**src/rtl/fei_pkg.sv**
```systemverilog
// Package: shared constants and mode encoding for the field error interrupt.
// Assumes: one flag per bit, 15 flags per field.
package fei_pkg;
    localparam int unsigned FLAG_COUNT = 15;

    typedef enum logic {
        MODE_LIVE  = 1'b0,
        MODE_LATCH = 1'b1
    } irq_mode_e;
endpackage

```
**src/rtl/fei_window.sv**
```systemverilog
// Module: tracks the window between packet exit and the next packet entry.
// It accepts an exit strobe only when the window is closed.
// Assumes: strobes last one cycle; exit wins over entry in the same cycle.
module fei_window (
    input  logic clk,
    input  logic rst_n,
    input  logic pkt_exit,
    input  logic pkt_entry,
    output logic capture,
    output logic win_open
);
    assign capture = pkt_exit && !win_open;

    // Window state: opened by an accepted exit, closed by an entry.
    always_ff @(posedge clk) begin
        if (!rst_n)
            win_open <= 1'b0;
        else if (capture)
            win_open <= 1'b1;
        else if (pkt_entry)
            win_open <= 1'b0;
    end

    AST_DUP_EXIT_IGNORED: assert property (@(posedge clk) disable iff (!rst_n)
        (win_open && !pkt_entry) |=> win_open);
endmodule

```
**src/rtl/fei_flag_gate.sv**
```systemverilog
// Module: applies the sensitivity mask to the flags and decodes the host read
// index into a one-hot clear vector.
// Assumes: an index outside the flag range decodes to no clear.
module fei_flag_gate #(
    parameter int unsigned NUM_FLAGS = fei_pkg::FLAG_COUNT,
    localparam int unsigned IDX_W = $clog2(NUM_FLAGS + 1)
) (
    input  logic [NUM_FLAGS-1:0] flags,
    input  logic [NUM_FLAGS-1:0] mask,
    input  logic                 rd,
    input  logic [IDX_W-1:0]     rd_idx,
    output logic [NUM_FLAGS-1:0] hits,
    output logic                 any_hit,
    output logic [NUM_FLAGS-1:0] rd_clr
);
    // Masked error flags and their reduction.
    always_comb begin
        hits    = flags & mask;
        any_hit = |hits;
    end

    // One clear line per flag, set when the host reads that index.
    for (genvar g = 0; g < NUM_FLAGS; g++) begin : g_clr
        assign rd_clr[g] = rd && (rd_idx == IDX_W'(g));
    end

    always_comb begin
        assert ($onehot0(rd_clr)) else $error("AST_CLR_ONEHOT");
    end
endmodule

```
**src/rtl/fei_pending.sv**
```systemverilog
// Module: pending set for latching mode. Captured hits are ORed in and host
// reads clear single bits. A capture beats a read of the same bit.
// Assumes: the set is held empty in live mode.
module fei_pending #(
    parameter int unsigned NUM_FLAGS = fei_pkg::FLAG_COUNT
) (
    input  logic                 clk,
    input  logic                 rst_n,
    input  fei_pkg::irq_mode_e   mode,
    input  logic                 capture,
    input  logic [NUM_FLAGS-1:0] hits,
    input  logic [NUM_FLAGS-1:0] rd_clr,
    output logic [NUM_FLAGS-1:0] pend_q,
    output logic                 pend_any_d
);
    logic [NUM_FLAGS-1:0] pend_d;

    // Next pending set: clear read bits, then add this field's hits.
    always_comb begin
        if (mode == fei_pkg::MODE_LATCH)
            pend_d = (pend_q & ~rd_clr) | (capture ? hits : '0);
        else
            pend_d = '0;
        pend_any_d = |pend_d;
    end

    // Pending register.
    always_ff @(posedge clk) begin
        if (!rst_n)
            pend_q <= '0;
        else
            pend_q <= pend_d;
    end

    AST_LIVE_EMPTY: assert property (@(posedge clk) disable iff (!rst_n)
        (mode == fei_pkg::MODE_LIVE) |=> (pend_q == '0));
    AST_SET_WINS: assert property (@(posedge clk) disable iff (!rst_n)
        (mode == fei_pkg::MODE_LATCH && capture && |(hits & rd_clr)) |=> (pend_q != '0));
    AST_READ_CLEARS: assert property (@(posedge clk) disable iff (!rst_n)
        (mode == fei_pkg::MODE_LATCH && !capture && rd_clr != '0) |=> ((pend_q & $past(rd_clr)) == '0));
    AST_NO_SPONTANEOUS_SET: assert property (@(posedge clk) disable iff (!rst_n)
        (!capture) |=> ((pend_q & ~$past(pend_q)) == '0));
endmodule

```
**src/rtl/fei_level.sv**
```systemverilog
// Module: output register for the active-low interrupt level.
// Live mode updates it only on an accepted exit; latching mode follows the
// next pending set every cycle.
// Assumes: inputs come from the window and pending logic of the same field.
module fei_level (
    input  logic               clk,
    input  logic               rst_n,
    input  fei_pkg::irq_mode_e mode,
    input  logic               capture,
    input  logic               any_hit,
    input  logic               pend_any_d,
    output logic               irq_n
);
    // Interrupt level register, deasserted (high) in reset.
    always_ff @(posedge clk) begin
        if (!rst_n)
            irq_n <= 1'b1;
        else if (mode == fei_pkg::MODE_LATCH)
            irq_n <= !pend_any_d;
        else if (capture)
            irq_n <= !any_hit;
    end

    AST_RESET_HIGH: assert property (@(posedge clk)
        !rst_n |=> irq_n);
    AST_LIVE_HOLD: assert property (@(posedge clk) disable iff (!rst_n)
        (mode == fei_pkg::MODE_LIVE && !capture) |=> $stable(irq_n));
    AST_LIVE_NO_HIT_HIGH: assert property (@(posedge clk) disable iff (!rst_n)
        (mode == fei_pkg::MODE_LIVE && capture && !any_hit) |=> irq_n);
    AST_LIVE_HIT_LOW: assert property (@(posedge clk) disable iff (!rst_n)
        (mode == fei_pkg::MODE_LIVE && capture && any_hit) |=> !irq_n);
endmodule

```
**src/rtl/field_err_irq.sv**
```systemverilog
// Module: top of the masked field error interrupt generator.
// It ties together the window tracking, the flag masking and read decoding,
// the pending set and the output register.
// Assumes: all strobes are one cycle wide and synchronous to clk.
module field_err_irq #(
    parameter int unsigned NUM_FLAGS = fei_pkg::FLAG_COUNT,
    localparam int unsigned IDX_W = $clog2(NUM_FLAGS + 1)
) (
    input  logic                 clk,
    input  logic                 rst_n,
    input  logic [NUM_FLAGS-1:0] err_flags,
    input  logic [NUM_FLAGS-1:0] sens_mask,
    input  logic                 sticky_en,
    input  logic                 pkt_exit,
    input  logic                 pkt_entry,
    input  logic                 host_rd,
    input  logic [IDX_W-1:0]     rd_idx,
    output logic                 irq_n
);
    fei_pkg::irq_mode_e   mode;
    logic                 capture;
    logic                 win_open;
    logic [NUM_FLAGS-1:0] hits;
    logic                 any_hit;
    logic [NUM_FLAGS-1:0] rd_clr;
    logic [NUM_FLAGS-1:0] pend_q;
    logic                 pend_any_d;

    assign mode = sticky_en ? fei_pkg::MODE_LATCH : fei_pkg::MODE_LIVE;

    fei_window u_window (
        .clk       (clk),
        .rst_n     (rst_n),
        .pkt_exit  (pkt_exit),
        .pkt_entry (pkt_entry),
        .capture   (capture),
        .win_open  (win_open)
    );

    fei_flag_gate #(.NUM_FLAGS(NUM_FLAGS)) u_gate (
        .flags   (err_flags),
        .mask    (sens_mask),
        .rd      (host_rd),
        .rd_idx  (rd_idx),
        .hits    (hits),
        .any_hit (any_hit),
        .rd_clr  (rd_clr)
    );

    fei_pending #(.NUM_FLAGS(NUM_FLAGS)) u_pending (
        .clk        (clk),
        .rst_n      (rst_n),
        .mode       (mode),
        .capture    (capture),
        .hits       (hits),
        .rd_clr     (rd_clr),
        .pend_q     (pend_q),
        .pend_any_d (pend_any_d)
    );

    fei_level u_level (
        .clk        (clk),
        .rst_n      (rst_n),
        .mode       (mode),
        .capture    (capture),
        .any_hit    (any_hit),
        .pend_any_d (pend_any_d),
        .irq_n      (irq_n)
    );

    AST_STICKY_LOW: assert property (@(posedge clk) disable iff (!rst_n)
        (sticky_en && capture && any_hit) |=> !irq_n);
    AST_WINDOW_QUIET: assert property (@(posedge clk) disable iff (!rst_n)
        (!sticky_en && win_open && !pkt_entry) |=> $stable(irq_n));
    AST_PENDING_LEVEL: assert property (@(posedge clk) disable iff (!rst_n)
        (sticky_en && $past(sticky_en)) |-> (irq_n == (pend_q == '0)));
endmodule

```
**config.mk**
```make
export PLATFORM = sky130hd
export DESIGN_NAME = field_err_irq
export DESIGN_NICKNAME = d
export VERILOG_FILES = /design/src/rtl/fei_pkg.sv /design/src/rtl/fei_window.sv /design/src/rtl/fei_flag_gate.sv /design/src/rtl/fei_pending.sv /design/src/rtl/fei_level.sv /design/src/rtl/field_err_irq.sv
export SDC_FILE = /design/constraint.sdc
export NUM_CORES = 1
export LEC_CHECK = 0
export BUFFER_PORTS_ARGS = -buffer_cell sky130_fd_sc_hd__buf_2
export CAP_MARGIN = 0
export CORE_UTILIZATION = 35
export DETAILED_ROUTE_END_ITERATION = 8
export PLACE_DENSITY = 0.73
export REMOVE_ABC_BUFFERS = 1
export SKIP_CTS_REPAIR_TIMING = 1
export SYNTH_ARGS = -nofsm -noshare
export SYNTH_HDL_FRONTEND = slang
export SYNTH_SLANG_ARGS = --single-unit
```
**constraint.sdc**
```tcl
create_clock -name clk -period 2.25 [get_ports clk]
set_input_delay 0.225 -clock clk [delete_from_list [all_inputs] [get_ports clk]]
set_output_delay 0.225 -clock clk [all_outputs]
set_load 0.01 [all_outputs]
```
==> metrics.md <==
| Metric | Value |
|---|---|
| Max-slew violations | 0 |
| CORE AREA | 2280 um2 |
| Global-route wire length before repair | 3.80 mm |
| Antenna-violating nets left | 0 |
| Cell Chain, Critical Path | nand2b_1, o21ai_0, nor4_1, nand4_1, o21ai_2 |
| Final worst path period share | 69.6% |
| Power Total | 607 uW |
| GR Overflow Total | 0 |
| Initial antenna violation count | 0 |
| CP delay by family, top | simple AND/OR/NAND/NOR gates |
| Final-stage net count | 189 |
| Die area | 2700 um2 |
| Async set-reset flop share out of synthesis | 0% |
| Most used DFF post-synth | dfxtp_1 |
| Simple-gate share of the synthesized area | 31.3% |
| Critical path arrival | 1.80 ns |
| Initial drt markers | 55 |
| PnR worst setup slack | 0.685 ns |
| CTS sink count | 17 |
| Yosys top cell area share | 38.9% |
| Worst hold path class | input pin to register |
| Clock Tree Buf Depth | 2 |
| Crit path max fanout | 9 |
| Post-place setup slack | 0.591 ns |
| Worst slew margin | 66.9% |
| Worst VDD drop | 0.235 mV |
| CTS HTree Levels | 1 |
| Starting Density | 38.4% |
| Final Hold Viols | 0 |
| Post-synth EDFFs | 0 |
| Top-count cell post-synth | dfxtp_1 |
| Multiplexer share of the synthesized area | 0% |
| Synth Instances | 107 |
| Worst hold margin | 0.178 ns |
| Setup TNS Final | 0 ns |
| Final design utilization | 48.8% |
| Netlist cell types | 30 |
| Register bit total from synthesis | 17 |
| First-pass iteration count of the detailed router | 4 |
| Boundary pin count | 41 |
| CP startpoint kind | register |
| Number of diodes | 0 |
| Syn_area_per_cell | 8.17 um2 |
| Num CTS Buffers | 3 |
| Synth Area in Compound Gates | 26.8% |
| Yosys synthesis warning count | 0 |
| Gr usage total | 19.4% |
| Pwr Density | 547 nW/um2 |
| Worst EP required | 2.49 ns |
| Share of layout cells above drive strength 1 | 31.8% |
| Max stage delay on crit path | 0.37 ns |
| Status | finished clean |
| Pin count of the biggest net entering global routing | 16 |
| Skew-Pair Late Insertion Delay | 0.29 ns |
| RSZ-0062 raised after global routing | no |
| Worst slew pin tran | 0.496 ns |
| Synth top area cells | dfxtp_1 39%, nand2_1 6.4%, o21ai_0 6.3% |
| Setup Skew | 0.00253 ns |
| Final Critical Period | 1.57 ns |
| Synth Area in XOR/XNOR | 0% |
| Commonest cells in the netlist | 17 x dfxtp_1, 15 x nand2_1, 11 x o21ai_0 |
| Die height | 52.0 um |
| Leak | 0.000472 uW |
| Synth area leader | dfxtp_1 |
| Residual DRC count | 0 |
| Crit. End Element | register |
| Port Buf Inserts | 40 |
| Vias per cell | 5.31 |
| Maxcap violations | 0 |
| Main combinational cell family by area after synthesis | simple AND/OR/NAND/NOR gates |
| Clock transition at the registers of the reported paths | 0.11 ns |
| Buf+Inv Stages, Crit Path | 0 |
| GPL Wtd Cong | 0.943 |
| Synth Area in Adders | 0% |
| Final setup viols | 0 |
| Post-Route WL | 2.38 mm |
| Vias | 934 |
| Vias in the first global route | 890 |
| Post-synthesis cell area | 875 um2 |
| # rows | 17 |
| Die Wd | 52.0 um |
| CTS tree | done |
| Crit path kind | register to register |
| Peak Freq | 639 MHz |
| CP max stage cell | dfxtp_1 |
| Post-synthesis sequential area ratio | 38.9% |
| Clock Root Buffer | clkbuf_4 |
| Layout Area Growth over Synthesis | 26.9% |
| WL per Instance | 13.5 um |
[layout make-up]
type | instances | area [um2]
fillers | 219 | 1170
multi-input cells | 87 | 508
clock buffers | 4 | 26.3
repair buffers | 40 | 200
well taps | 28 | 35.0
flip-flops and latches | 17 | 340
[flip-flops by register name, summed over array words and instances, names as in the netlist]
signal	flops
u_level.irq_n	1
u_window.win_open	1
u_pending.pend_q	15
[cell families after synthesis]
group,count (synthesis)
and+or+nand+nor,50
buffers and inverters,3
AOI/OAI and AO/OA,37
DFF,17
[placed cells by master (no fill, tap or decap), types with 2 or more instances in the layout]
| cell type | n |
|---|---|
| buf_2 | 40 |
| dfxtp_1 | 17 |
| nand2_1 | 15 |
| o21ai_0 | 11 |
| a21oi_1 | 8 |
| o21ai_1 | 7 |
| nand3_1 | 7 |
| nor2b_1 | 6 |
| nor2_1 | 5 |
| nand2b_1 | 4 |
| nand4_1 | 3 |
| clkbuf_4 | 3 |
| nand3b_1 | 2 |
| o21a_1 | 2 |
| nor4_1 | 2 |
[routing by layer]
layer / track usage [%] / part of all wire (%) / up-vias
met1: 23.5 / 43 / 416
met3: 3.51 / 6.3 / 6
met4: 9.01 / 1.4 / 0
met5: 0 / 0 / -
li1: - / - / 474
met2: 32.7 / 49 / 38
[through the flow]
| stage | instance area [um2] | instances |
|---|---|---|
| after floorplan | 848 | 104 |
| after global placement | 1080 | 172 |
| after detailed placement | 1080 | 172 |
| after CTS | 1110 | 176 |
| after global routing | 1110 | 176 |
| final | 1110 | 176 |
[path summary, 6_finish.rpt]
check,from,endpoint,slack [ns],cells after the start
worst min-delay path,pkt_exit,u_window.win_open,0.18,2
worst min register to register,u_pending.pend_q[0],u_pending.pend_q[0],0.50,2
worst max register to register,u_window.win_open,u_level.irq_n,0.68,5
worst max-delay path,u_window.win_open,u_level.irq_n,0.68,5
[where the power goes]
group | switching, uW | internal (uW) | leakage, uW | total, uW
combinational | 65.4 | 56.0 | 0.000319 | 121
sequential | 4.39 | 310 | 0.000138 | 314
clock | 102 | 68.9 | 0.0000150 | 171
(Power assumes the default switching activity.)
